<file path="src/rtl/atc_pkg.sv">
package atc_pkg;
  typedef enum logic [2:0] {
    ST_IDLE  = 3'd0,
    ST_REQ   = 3'd1,
    ST_START = 3'd2,
    ST_WAIT  = 3'd3,
    ST_REL   = 3'd4
  } atc_state_e;
endpackage

</file>
<file path="src/rtl/atc_ack_window.sv">
// Tracks cycles since the transfer-start strobe and classifies each
// acknowledge as acceptable or premature.
module atc_ack_window #(
  parameter int MIN_ACK_GAP = 2
) (
  input  logic clk,
  input  logic rst_n,
  input  logic ts_active,
  input  logic wait_active,
  input  logic aack_i,
  output logic ack_ok,
  output logic proto_err_o
);
  localparam int AGE_W = $clog2(MIN_ACK_GAP + 1);
  localparam logic [AGE_W-1:0] GAP = AGE_W'(MIN_ACK_GAP);

  logic [AGE_W-1:0] age_q, age_d;
  logic             age_en;
  logic             young;
  logic             early;
  logic             err_q;

  assign young  = wait_active && (age_q < GAP);
  assign age_en = ts_active || young;
  assign age_d  = ts_active ? AGE_W'(1) : age_q + AGE_W'(1);

  always_ff @(posedge clk or negedge rst_n) begin
    if (!rst_n) begin
      age_q <= '0;
    end else if (age_en) begin
      age_q <= age_d;
    end
  end

  assign ack_ok = wait_active && aack_i && !young;
  assign early  = aack_i && (ts_active || young);

  always_ff @(posedge clk or negedge rst_n) begin
    if (!rst_n) begin
      err_q <= 1'b0;
    end else begin
      err_q <= early;
    end
  end

  assign proto_err_o = err_q;

  AST_NO_ACK_AFTER_TS: assert property (@(posedge clk) disable iff (!rst_n)
    ack_ok |-> !$past(ts_active));
  AST_OK_EXCLUDES_ERR: assert property (@(posedge clk) disable iff (!rst_n)
    ack_ok |=> !proto_err_o);
endmodule

</file>
<file path="src/rtl/atc_addr_hold.sv">
// Captures address and attributes when a command is taken; holds them
// across every attempt of the tenure.
module atc_addr_hold #(
  parameter int ADDR_W = 32,
  parameter int ATTR_W = 5
) (
  input  logic              clk,
  input  logic              rst_n,
  input  logic              load,
  input  logic              drive_en,
  input  logic [ADDR_W-1:0] cmd_addr,
  input  logic [ATTR_W-1:0] cmd_attr,
  output logic [ADDR_W-1:0] addr_o,
  output logic [ATTR_W-1:0] attr_o
);
  logic [ADDR_W-1:0] addr_q;
  logic [ATTR_W-1:0] attr_q;

  always_ff @(posedge clk or negedge rst_n) begin
    if (!rst_n) begin
      addr_q <= '0;
      attr_q <= '0;
    end else if (load) begin
      addr_q <= cmd_addr;
      attr_q <= cmd_attr;
    end
  end

  assign addr_o = addr_q;
  assign attr_o = attr_q;

  AST_ADDR_STABLE: assert property (@(posedge clk) disable iff (!rst_n)
    (drive_en && $past(drive_en)) |-> ($stable(addr_o) && $stable(attr_o)));
  AST_NO_LOAD_DRIVEN: assert property (@(posedge clk) disable iff (!rst_n)
    drive_en |-> !load);
endmodule

</file>
<file path="src/rtl/atc_tenure_fsm.sv">
// Sequencer: request, strobe, hold, release, retry-or-done.
module atc_tenure_fsm
  import atc_pkg::*;
(
  input  logic clk,
  input  logic rst_n,
  input  logic cmd_valid,
  input  logic bus_grant,
  input  logic ack_ok,
  input  logic artry_i,
  output logic cmd_ready,
  output logic load,
  output logic bus_req,
  output logic ts_active,
  output logic wait_active,
  output logic drive_en,
  output logic done_o
);
  atc_state_e state_q, state_d;
  logic       done_q, done_d;

  always_comb begin
    state_d = state_q;
    unique case (state_q)
      ST_IDLE:  if (cmd_valid) state_d = ST_REQ;
      ST_REQ:   if (bus_grant) state_d = ST_START;
      ST_START: state_d = ST_WAIT;
      ST_WAIT:  if (ack_ok) state_d = ST_REL;
      ST_REL:   state_d = artry_i ? ST_REQ : ST_IDLE;
      default:  state_d = ST_IDLE;
    endcase
  end

  assign done_d = (state_q == ST_REL) && !artry_i;

  always_ff @(posedge clk or negedge rst_n) begin
    if (!rst_n) begin
      state_q <= ST_IDLE;
      done_q  <= 1'b0;
    end else begin
      state_q <= state_d;
      done_q  <= done_d;
    end
  end

  assign cmd_ready   = (state_q == ST_IDLE);
  assign load        = cmd_ready && cmd_valid;
  assign bus_req     = (state_q == ST_REQ);
  assign ts_active   = (state_q == ST_START);
  assign wait_active = (state_q == ST_WAIT);
  assign drive_en    = ts_active || wait_active;
  assign done_o      = done_q;

  AST_TS_ONE_CYCLE: assert property (@(posedge clk) disable iff (!rst_n)
    ts_active |=> !ts_active);
  AST_TS_AFTER_GRANT: assert property (@(posedge clk) disable iff (!rst_n)
    ts_active |-> $past(bus_req && bus_grant));
  AST_HOLD_UNTIL_ACK: assert property (@(posedge clk) disable iff (!rst_n)
    (drive_en && !ack_ok) |=> drive_en);
  AST_RELEASE_AFTER_ACK: assert property (@(posedge clk) disable iff (!rst_n)
    $fell(drive_en) |-> $past(ack_ok));
endmodule

</file>
<file path="src/rtl/addr_tenure_ctrl.sv">
module addr_tenure_ctrl #(
  parameter int ADDR_W      = 32,
  parameter int ATTR_W      = 5,
  parameter int MIN_ACK_GAP = 2
) (
  input  logic              clk,
  input  logic              rst_n,
  input  logic              cmd_valid,
  input  logic [ADDR_W-1:0] cmd_addr,
  input  logic [ATTR_W-1:0] cmd_attr,
  output logic              cmd_ready,
  output logic              bus_req,
  input  logic              bus_grant,
  output logic              ts_o,
  output logic [ADDR_W-1:0] addr_o,
  output logic [ATTR_W-1:0] attr_o,
  output logic              addr_oe,
  output logic              abb_o,
  input  logic              aack_i,
  input  logic              artry_i,
  output logic              done_o,
  output logic              proto_err_o
);
  logic load, ts_active, wait_active, drive_en, ack_ok;

  atc_tenure_fsm u_fsm (
    .clk         (clk),
    .rst_n       (rst_n),
    .cmd_valid   (cmd_valid),
    .bus_grant   (bus_grant),
    .ack_ok      (ack_ok),
    .artry_i     (artry_i),
    .cmd_ready   (cmd_ready),
    .load        (load),
    .bus_req     (bus_req),
    .ts_active   (ts_active),
    .wait_active (wait_active),
    .drive_en    (drive_en),
    .done_o      (done_o)
  );

  atc_ack_window #(.MIN_ACK_GAP(MIN_ACK_GAP)) u_win (
    .clk         (clk),
    .rst_n       (rst_n),
    .ts_active   (ts_active),
    .wait_active (wait_active),
    .aack_i      (aack_i),
    .ack_ok      (ack_ok),
    .proto_err_o (proto_err_o)
  );

  atc_addr_hold #(.ADDR_W(ADDR_W), .ATTR_W(ATTR_W)) u_hold (
    .clk      (clk),
    .rst_n    (rst_n),
    .load     (load),
    .drive_en (drive_en),
    .cmd_addr (cmd_addr),
    .cmd_attr (cmd_attr),
    .addr_o   (addr_o),
    .attr_o   (attr_o)
  );

  assign ts_o    = ts_active;
  assign addr_oe = drive_en;
  assign abb_o   = drive_en;

  AST_DONE_NO_RETRY: assert property (@(posedge clk) disable iff (!rst_n)
    done_o |-> !$past(artry_i));
  AST_RETRY_REREQ: assert property (@(posedge clk) disable iff (!rst_n)
    ($fell(addr_oe) && artry_i) |=> (bus_req && !done_o));
endmodule

</file>
<file path="config.mk">
export PLATFORM = sky130hd
export DESIGN_NAME = addr_tenure_ctrl
export DESIGN_NICKNAME = d
export VERILOG_FILES = /design/src/rtl/atc_pkg.sv /design/src/rtl/atc_ack_window.sv /design/src/rtl/atc_addr_hold.sv /design/src/rtl/atc_tenure_fsm.sv /design/src/rtl/addr_tenure_ctrl.sv
export SDC_FILE = /design/constraint.sdc
export NUM_CORES = 1
export LEC_CHECK = 0
export BUFFER_PORTS_ARGS = -buffer_cell sky130_fd_sc_hd__buf_2
export CORE_UTILIZATION = 50
export DETAILED_ROUTE_END_ITERATION = 10
export HOLD_SLACK_MARGIN = 0.15
export PLACE_DENSITY_LB_ADDON = 0.25
export SLEW_MARGIN = 25
export SYNTH_ARGS = -nofsm -noshare
export SYNTH_HDL_FRONTEND = slang
export SYNTH_HIERARCHICAL = 1
export SYNTH_SLANG_ARGS = --single-unit
</file>
<file path="constraint.sdc">
create_clock -name clk -period 4.8 [get_ports clk]
set_input_delay 0.96 -clock clk [delete_from_list [all_inputs] [get_ports clk]]
set_output_delay 0.96 -clock clk [all_outputs]
set_load 0.02 [all_outputs]
</file>
==> flow_metrics.tcl, run 1 <==
set metrics [dict create \
    status "completed" \
    yosysTopAreaCellShare_pct 57.93 \
    first_pass_iters 2 \
    path_cells "nor2b_1, nor2b_1, buf_2" \
    root_buffer "clkbuf_8" \
    p_leak_nw 1.242 \
    n_antenna_cell 0 \
    drive_above_1_share_pct 68.16 \
    r2r-end "u_hold/attr_o[1]" \
    insertion_delay_ns 0.29 \
    endpoint_kind "output pin" \
    skew_ns 0.007446 \
    cts_resized 0 \
    fmax_mhz 391.5 \
    setup_violations 0 \
    nNetsFinal 243 \
    path_buf_inv 1 \
    min_path_type "flop to flop" \
    cap_violations 0 \
    cts.path.max_buffers 2 \
    r2r_setup_slack_ns 2.93 \
    crit_required_ns 3.84 \
    chipHeight_um 63.66 \
    fp.dieW_um 63.66 \
    final_hold_viol_count 0 \
    rows 22 \
    path_clk_slew_ns 0.07 \
    netlist_instances 114 \
    synth_edf_count 0 \
    cts_buffers 5 \
    drtAntennaViolNets 0 \
    hold_start "u_hold/addr_o[5]" \
    place.gp.congestion 0.6533 \
    dp.cells 241 \
    synthTopCellsByCount "44 x dfrtp_1, 31 x mux2_4, 7 x mux2_2" \
    grt-ovfl-total 0 \
    cpLargestDelayFamily "simple AND/OR/NAND/NOR gates" \
    synth_fp_nets 157 \
    synth-async-reset-ratio_pct 100.0 \
    crit_type "flop to output pin" \
    p_per_area_nw_per_um2 712.8 \
    antenna_found_initial 0 \
    synthFlopType "dfrtp_1" \
    hpwl_um 2241 \
    totalWireLength_um 3151 \
    grt_max_degree 45 \
    ios 87 \
    postCtsHoldBufs 0 \
    drv_slew 0 \
    critical_path.max_stage_delay_ns 0.48 \
    cpMaxStageDelayCell "dfrtp_1" \
    grt_pass1_wl_um 5030 \
    drc 0 \
    grt_pass1_vias 1151 \
    rsz0062_at_grt "no" \
    fin_cells 249 \
    startpoint_type "flop" \
    synth-seq-area-share_pct 57.93 \
    port_buffers 86 \
    slew_headroom_pct 57.92 \
    cp_max_fo 8 \
    total_power_mw 1.707 \
    fin_crit_ns 2.555 \
    reg2reg_from "u_fsm/state_q[0]" \
    min_to "u_hold/addr_o[5]" \
    syn_area_per_cell_um2 16.67 \
    fin_crit_sh_pct 53.22 \
    synth_area_leader_cell "dfrtp_1" \
    ys_ff_latch 44 \
    post-cts-setup-buffers 0 \
    route.vias.total 1181 \
    tritoncts "done" \
    dieArea_um2 4052 \
    synthTopCellsByArea "dfrtp_1 58%, mux2_4 24%, mux2_2 4.1%" \
    hold_path_depth 1 \
    critPathMostFrequentCell "nor2b_1" \
    vdd_drop_max_mv 0.3781 \
    htree_num_levels 2 \
    yosys_warnings 6 \
    area_delta_synth_final_pct 26.00 \
    synth_most_common_cell "dfrtp_1" \
    worst-path-stages 3 \
    first_iter_violations 24 \
    fin_setup_tns_ns 0 \
    ff2ff_path_depth 3 \
    arrival_ns 1.59 \
    grt_use_total_pct 16.37 \
    cts_sinks 44 \
    core_area_um2 3661 \
    initial_core_util_pct 51.91 \
    fin_util_pct 65.41 \
    worstMarginPinSlew_ns 0.6312 \
    detail_route.vias_per_cell 4.743 \
    synth_cell_types 22 \
    drt-wirelength-per-cell_um 12.65 \
    netlist_area_um2 1901 \
]
-- metrics by stage --
step	hold WS, ns	setup WS, ns	cell area, um2
floorplan	0.4984	2.437	1901
global placement	0.4875	2.344	2298
detailed placement	0.4870	2.256	2298
CTS	0.5116	2.253	2391
global route	0.5270	2.102	2395
finish	0.5086	2.245	2395
-- final cells by class --
cell class / instances / area (um2)
fill: 273 / 1266
sequential: 44 / 1101
multi-input combinational: 63 / 708.2
timing repair buffer: 86 / 432.9
clock buffer: 6 / 82.58
tap: 48 / 60.06
clock inverter: 2 / 10.01
-- layer usage --
metal	vias to the layer above	GRT usage [%]	wire, um	share of wire (%)
met5	-	0	0	0
met4	0	4.261	21	0.67
met3	4	5.072	248	7.9
met2	61	26.60	1434	46
met1	550	21.15	1446	46
li1	566	-	-	-
-- power by group --
part	internal, mW	total [mW]	switching (mW)
Combinational	0.403	0.818	0.415
Sequential	0.550	0.659	0.110
Clock	0.115	0.229	0.114
-- how the worst max path moves through the flow --
stage | start | endpoint | slack (ns)
2_1_floorplan | u_fsm/state_q[1] | ts_o | 2.44
3_3_place_gp | cmd_valid | u_hold/attr_o[4] | 2.34
3_5_place_dp | cmd_valid | u_hold/attr_o[2] | 2.26
4_1_cts | u_fsm/state_q[1] | ts_o | 2.25
5_1_grt | u_fsm/state_q[1] | ts_o | 2.10
6_report | u_fsm/state_q[1] | ts_o | 2.25
-- placed cells by master (no fill, tap or decap), drive strengths merged, types with 2 or more instances in the layout --
master,Yosys,layout
nor3,2,2
nor2,5,5
dfrtp,44,44
and3,2,2
nand2,2,2
and2,2,2
clkinv,0,2
nor2b,4,4
clkbuf,1,6
buf,6,86
a21oi,2,2
mux2,38,38
-- sequential cells by signal, indices dropped and copies added, names as in the netlist --
register           cells
u_win/proto_err_o      1
u_win/age_q            2
u_hold/attr_o          5
u_fsm/state_q          3
u_fsm/done_o           1
u_hold/addr_o         32
-- logic make-up (layout without fill, tap and decap cells) --
kind of cell | after synthesis | in the layout | synth area share (%)
DFF | 44 | 44 | 57.93
muxes | 39 | 39 | 29.16
and+or+nand+nor | 19 | 19 | 5.926
buffers and inverters | 7 | 94 | 4.937
AOI/OAI and AO/OA | 5 | 5 | 2.041
-- worst reg2reg max path, stage by stage, from the launching register on --
cell	delay, ns
dfrtp_1	0.48
nor3_1	0.27
and2_4	0.61
mux2_2	0.41
No activity file was read; power rests on OpenSTA's default activity.
==> run 2: changes to the inputs <==
--- a/config.mk
+++ b/config.mk
@@ -5,8 +5,9 @@
 export SDC_FILE = /design/constraint.sdc
 export NUM_CORES = 1
 export LEC_CHECK = 0
+export ABC_AREA = 1
 export BUFFER_PORTS_ARGS = -buffer_cell sky130_fd_sc_hd__buf_2
-export CORE_UTILIZATION = 50
+export CORE_UTILIZATION = 41
 export DETAILED_ROUTE_END_ITERATION = 10
 export HOLD_SLACK_MARGIN = 0.15
 export PLACE_DENSITY_LB_ADDON = 0.25
==> constraint.sdc (replaced) <==
create_clock -name clk -period 2.1 [get_ports clk]
set_input_delay 0.42 -clock clk [delete_from_list [all_inputs] [get_ports clk]]
set_output_delay 0.42 -clock clk [all_outputs]
set_load 0.02 [all_outputs]
==> run 2 against run 1 <==
  * Cell area grew 2.3%
  * Critical path type unchanged
  * Global-route usage is essentially flat
  * Area after synthesis shrank 4.1%
  * Sequential power grew 120%
  * Wire length grew 22%
  * Setup slack lost 1.9 ns
  * Via count grew 33%
  * Core utilization shrank 6.3 points
  * Final cell count grew 41%
==> flow_metrics.tcl, run 2 <==
set metrics [dict create \
    layout_common_cells "122 x nand2_1, 86 x buf_2, 44 x dfrtp_1, 9 x inv_1, 6 x nor2_1" \
    fmax_mhz 559.5 \
    synth_edf_count 0 \
    grt_max_degree 38 \
    multiInputGateArea_um2 601.8 \
    seqPwrFrac_pct 35.2 \
    vdd_drop_max_mv 0.7931 \
    initial_core_util_pct 43.99 \
    synth-async-reset-ratio_pct 100.0 \
    skew_ns 0.004715 \
    fin_setup_tns_ns 0 \
    dpl_cell_area_um2 2281 \
    htree_num_levels 2 \
    fin_crit_ns 1.787 \
    drt-wirelength-per-cell_um 10.91 \
    cap_violations 0 \
    chipHeight_um 68.68 \
    drive_above_1_share_pct 36.21 \
    power_frac_comb_pct 43.1 \
    nNetsFinal 343 \
    endpoint_kind "output pin" \
    startpoint_type "flop" \
    route.vias.total 1569 \
    yosys_warnings 6 \
    ys_ff_latch 44 \
    cts_resized 0 \
    cts_buffers 5 \
    syn_area_per_cell_um2 8.640 \
    fillers 386 \
    cp_max_fo 7 \
    insertion_delay_ns 0.29 \
    ios 87 \
    synth_cell_types 18 \
    rsz0062_at_grt "no" \
    fin_crit_sh_pct 85.11 \
    status "completed" \
    synth_most_common_cell "nand2_1" \
    crit_type "flop to output pin" \
    tritoncts "done" \
    seqCellArea_um2 1101 \
    path_clk_slew_ns 0.08 \
    totalWireLength_um 3831 \
    drv_slew 0 \
    layout_commonest_cell "nand2_1" \
    root_buffer "clkbuf_8" \
    synth-seq-area-share_pct 60.40 \
    arrival_ns 1.37 \
    synthFlopType "dfrtp_1" \
    fp.dieW_um 68.68 \
    grt-ovfl-total 0 \
    synth_fp_nets 254 \
    dieArea_um2 4717 \
    largest_reg_flops 32 \
    p_clk_share_pct 21.7 \
    switchingPower_mw 1.652 \
    worstMarginPinSlew_ns 0.5956 \
    worst_slack_ns 0.3126 \
    netlist_instances 211 \
    core_area_um2 4144 \
    synthTopCellsByCount "122 x nand2_1, 44 x dfrtp_1, 9 x inv_1" \
    synthTopCellsByArea "dfrtp_1 60%, nand2_1 25%, buf_6 2.5%" \
    grt_pass1_wl_um 5540 \
    grt_pass1_vias 1286 \
    n_antenna_cell 0 \
    drtAntennaViolNets 0 \
    grt_use_total_pct 16.34 \
    first_iter_violations 66 \
    synth_area_leader_cell "dfrtp_1" \
    port_buffers 86 \
    drc 0 \
    yosysTopAreaCellShare_pct 60.40 \
    area_delta_synth_final_pct 34.39 \
    setup_violations 0 \
    min_path_type "input port to flop" \
    place_ws_ns 0.5071 \
    place.gp.congestion 0.8408 \
    cts.path.max_buffers 2 \
    slew_headroom_pct 60.24 \
    p_per_area_nw_per_um2 1649 \
    intPower_mw 2.388 \
    first_pass_iters 4 \
    crit_required_ns 1.68 \
    swShare_pct 40.89 \
    rows 23 \
    cts_sinks 44 \
    hpwl_um 2726 \
    design_area_um2 2450 \
    p_leak_nw 1.478 \
    detail_route.vias_per_cell 4.470 \
    final_hold_viol_count 0 \
    netlist_area_um2 1823 \
    antenna_found_initial 0 \
]
[run 2: changes by cell type in the layout (fill, tap and decap cells not counted), sizes merged, moves of 3 or more]
cell    change
nand2     +125
bufinv      +3
buf         +3
nand3       +4
inv        +12
mux2       -38
nor2b       -4
[run 2: metrics by stage]
step	instances	hold slack (ns)	power (mW)	util (%)
floorplan	211	0.1244	2.654	-
global placement	342	0.4238	3.153	55.04
detailed placement	342	0.4323	3.201	55.04
CTS	351	0.2870	4.080	59.12
global route	351	0.3016	4.342	59.12
finish	351	0.2983	4.040	59.12
[run 2: cells by family after synthesis]
group	count (synthesis)	share of synthesized area [%]
AND/OR/NAND/NOR	143	31.85
buffers and inverters	21	6.863
flip-flops	44	60.40
AO/OA/AOI/OAI	3	0.8919
[run 2: layout make-up]
type,instances,share of cell area (%)
clock buffers,5,2.809
clock inverters,3,3.677
inverters,13,2.043
multi-input cells,146,24.57
flip-flops and latches,44,44.94
well taps,50,2.554
repair buffers,90,19.41
[run 2: timing repair]
| action | 4_1_cts | 5_1_grt |
|---|---|---|
| hold endpoints to repair | 21 | 0 |
| setup buffers | 0 | 0 |
| hold buffers | 1 | 0 |
[run 2: worst paths after layout]
path / to / slack, ns / startpoint / cells past startpoint
worst max-delay path: abb_o / 0.31 / u_fsm/state_q[2] / 4
worst min-delay path: u_fsm/done_o / 0.30 / artry_i / 2
worst max register to register: u_hold/attr_o[3] / 0.49 / u_fsm/state_q[0] / 6
worst min register to register: u_hold/addr_o[15] / 0.47 / u_hold/addr_o[15] / 2
max in group asynchronous: u_hold/addr_o[27] / 0.96 / rst_n / 3
min in group asynchronous: u_hold/addr_o[25] / 0.64 / rst_n / 2
[run 2: worst max-delay path, stage by stage (launching register included)]
cell,delay [ns]
dfrtp_1,0.50
inv_2,0.14
nand2_2,0.07
o22ai_1,0.16
buf_2,0.20
[run 2: per-layer routing]
layer  GRT usage, %  share of wire, %
met1          20.90                49
met2          25.25                43
met3          4.276               6.7
met4          8.594               1.4
met5              0                 0
[run 2: power groups by stage]
| stage | Clock [mW] | Combinational [mW] | Sequential (mW) |
|---|---|---|---|
| 6_report | 0.878 | 1.74 | 1.42 |
| 2_1_floorplan | 0 | 0.807 | 1.85 |
| 5_1_grt | 0.928 | 1.95 | 1.47 |
| 3_3_place_gp | 0 | 1.72 | 1.43 |
| 4_1_cts | 0.892 | 1.77 | 1.42 |
| 3_5_place_dp | 0 | 1.77 | 1.43 |
==> run 3: changes to the inputs <==
--- a/config.mk
+++ b/config.mk
@@ -6,9 +6,10 @@
 export NUM_CORES = 1
 export LEC_CHECK = 0
 export ABC_AREA = 1
-export BUFFER_PORTS_ARGS = -buffer_cell sky130_fd_sc_hd__buf_2
-export CORE_UTILIZATION = 41
+export CORE_ASPECT_RATIO = 1.5
+export CORE_UTILIZATION = 45
 export DETAILED_ROUTE_END_ITERATION = 10
+export DONT_BUFFER_PORTS = 1
 export HOLD_SLACK_MARGIN = 0.15
 export PLACE_DENSITY_LB_ADDON = 0.25
 export SLEW_MARGIN = 25
==> run 3 against run 2 <==
  * Power decreased by 15%
  * Clock skew is 0.0034 ns lower
  * Die area down 8.5%
  * Worst hold slack worse by 0.10 ns
  * Clock-buffer cell count up 1
  * Wire length fell by 7.8%
  * Combinational power fell by 47%
  * Flip-flop and latch count did not move
  * Via count down 19%
  * Critical path depth down 1
  * Final cell count shrank 26%
  * First-iteration DRC count is 67% lower
  * Critical path type unchanged
  * Highest routed layer unchanged
==> flow_metrics.tcl, run 3 (same netlist as run 2, synthesis figures left out) <==
set metrics [dict create \
    status "completed" \
    grt_use_total_pct 17.02 \
    chipHeight_um 79.95 \
    drt-wirelength-per-cell_um 13.54 \
    hpwl_um 2387 \
    insertion_delay_ns 0.28 \
    first_pass_iters 4 \
    nNetsFinal 258 \
    critPathMostFrequentCell "nor2_1" \
    cts_resized 0 \
    cts.path.max_buffers 2 \
    min_to "u_fsm/done_o" \
    p_leak_nw 1.094 \
    r2r-end "u_hold/addr_o[24]" \
    cpMaxStageDelayCell "dfrtp_1" \
    crit_type "flop to output pin" \
    fp.dieW_um 53.97 \
    hold_path_depth 1 \
    fin_util_pct 50.19 \
    reg2reg_from "u_fsm/state_q[0]" \
    rows 28 \
    fmax_mhz 548.3 \
    arrival_ns 1.40 \
    place.gp.congestion 0.6921 \
    cts_sinks 44 \
    setup_violations 0 \
    layout_common_cells "122 x nand2_1, 44 x dfrtp_1, 9 x inv_1, 6 x nor2_1, 5 x clkbuf_8" \
    antenna_found_initial 0 \
    cp_max_fo 4 \
    skew_ns 0.001355 \
    ff2ff_path_depth 6 \
    initial_core_util_pct 46.46 \
    endpoint_kind "output pin" \
    htree_num_levels 2 \
    dpl_cell_area_um2 1832 \
    wl_met2_um 1850 \
    tritoncts "done" \
    critical_path.max_stage_delay_ns 0.42 \
    grt_pass1_wl_um 5319 \
    slew_headroom_pct 59.58 \
    min_path_type "input port to flop" \
    path_clk_slew_ns 0.08 \
    r2r_setup_slack_ns 0.50 \
    fin_setup_tns_ns 0 \
    fillers 389 \
    port_buffers 0 \
    path_cells "nor2_1, inv_1, nor2_1" \
    largest_reg_flops 32 \
    ios 87 \
    drv_slew 0 \
    first_iter_violations 22 \
    root_buffer "clkbuf_8" \
    design_area_um2 1969 \
    fin_crit_ns 1.824 \
    grt_max_degree 45 \
    dieArea_um2 4315 \
    top_layer "met4" \
    cap_violations 0 \
    vdd_drop_max_mv 0.9503 \
    p_per_area_nw_per_um2 1744 \
    drc 0 \
    worstMarginPinSlew_ns 0.6054 \
    area_delta_synth_final_pct 8.030 \
    fin_crit_sh_pct 86.84 \
    cts_buffers 5 \
    layout_commonest_cell "nand2_1" \
    met3_wirelength_um 311 \
    grt-ovfl-total 0 \
    totalWireLength_um 3533 \
    crit_required_ns 1.68 \
    n_antenna_cell 0 \
    detail_route.vias_per_cell 4.870 \
    startpoint_type "flop" \
    dp.cells 251 \
    core_area_um2 3924 \
    drive_above_1_share_pct 10.65 \
    rsz0062_at_grt "no" \
    drtAntennaViolNets 0 \
    hold_start "artry_i" \
    grt_pass1_vias 1242 \
    final_hold_viol_count 0 \
    route.vias.total 1271 \
    m1WireLength_um 1323 \
    fin_cells 261 \
]
==> run 3: cell types whose count changed in the layout (fill, tap and decap cells not counted), sizes merged <==
cell,before,now
clkbuf,5,6
buf,89,4
bufinv,3,1
clkinv,1,2
==> run 3: per-layer routing <==
metal  vias to the layer above  global-route usage (%)
li1                        637                       -
met1                       570                   17.13
met2                        59                   29.63
met3                         5                   6.095
met4                         0                   8.205
met5                         -                       0
==> run 3: power by group <==
part | switching (mW) | total, mW | internal, mW
sequential | 0.677 | 1.90 | 1.22
clock | 0.269 | 0.622 | 0.353
combinational | 0.605 | 0.914 | 0.308
==> run 3: worst max-delay path: cells and delay by family (launching register included) <==
kind,cells,cell delay (ns)
buf+inv,1,0.12
flops,1,0.42
simple gates,2,0.58
==> run 3: area by class of cell <==
class | instances | area (um2) | area share [%]
clock buffer | 6 | 72.57 | 3.685
clock inverter | 2 | 35.03 | 1.779
inverter | 13 | 50.05 | 2.541
multi-input combinational | 146 | 601.8 | 30.56
sequential | 44 | 1101 | 55.91
tap | 45 | 56.30 | 2.859
timing repair buffer | 5 | 52.55 | 2.668
==> run 3: how the worst max path moves through the flow <==
| stage | from | slack [ns] | endpoint | depth (start not counted) |
|---|---|---|---|---|
| floorplan | u_fsm/state_q[2] | 0.45 | addr_oe | 4 |
| global placement | u_fsm/state_q[0] | 0.57 | u_hold/addr_o[19] | 6 |
| detailed placement | u_fsm/state_q[0] | 0.51 | u_hold/addr_o[17] | 6 |
| CTS | u_fsm/state_q[0] | 0.26 | cmd_ready | 3 |
| global route | u_fsm/state_q[0] | 0.16 | cmd_ready | 3 |
| finish | u_fsm/state_q[0] | 0.28 | cmd_ready | 3 |
==> run 3: repair_timing <==
| action | in CTS | in global routing |
|---|---|---|
| hold endpoints to repair | 44 | 0 |
| buffers inserted | 0 | 0 |
| setup endpoints to repair | 0 | 0 |
| hold buffers | 2 | 0 |
==> run 3: stage by stage <==
step                      hold slack [ns]  setup WS, ns  power [mW]
after floorplan                    0.1244        0.4546       2.654
after global placement             0.1252        0.5669       2.788
after detailed placement           0.1250        0.5084       2.832
after CTS                          0.1842        0.2614       3.480
after global routing               0.1819        0.1620       3.689
final                              0.1936        0.2763       3.434
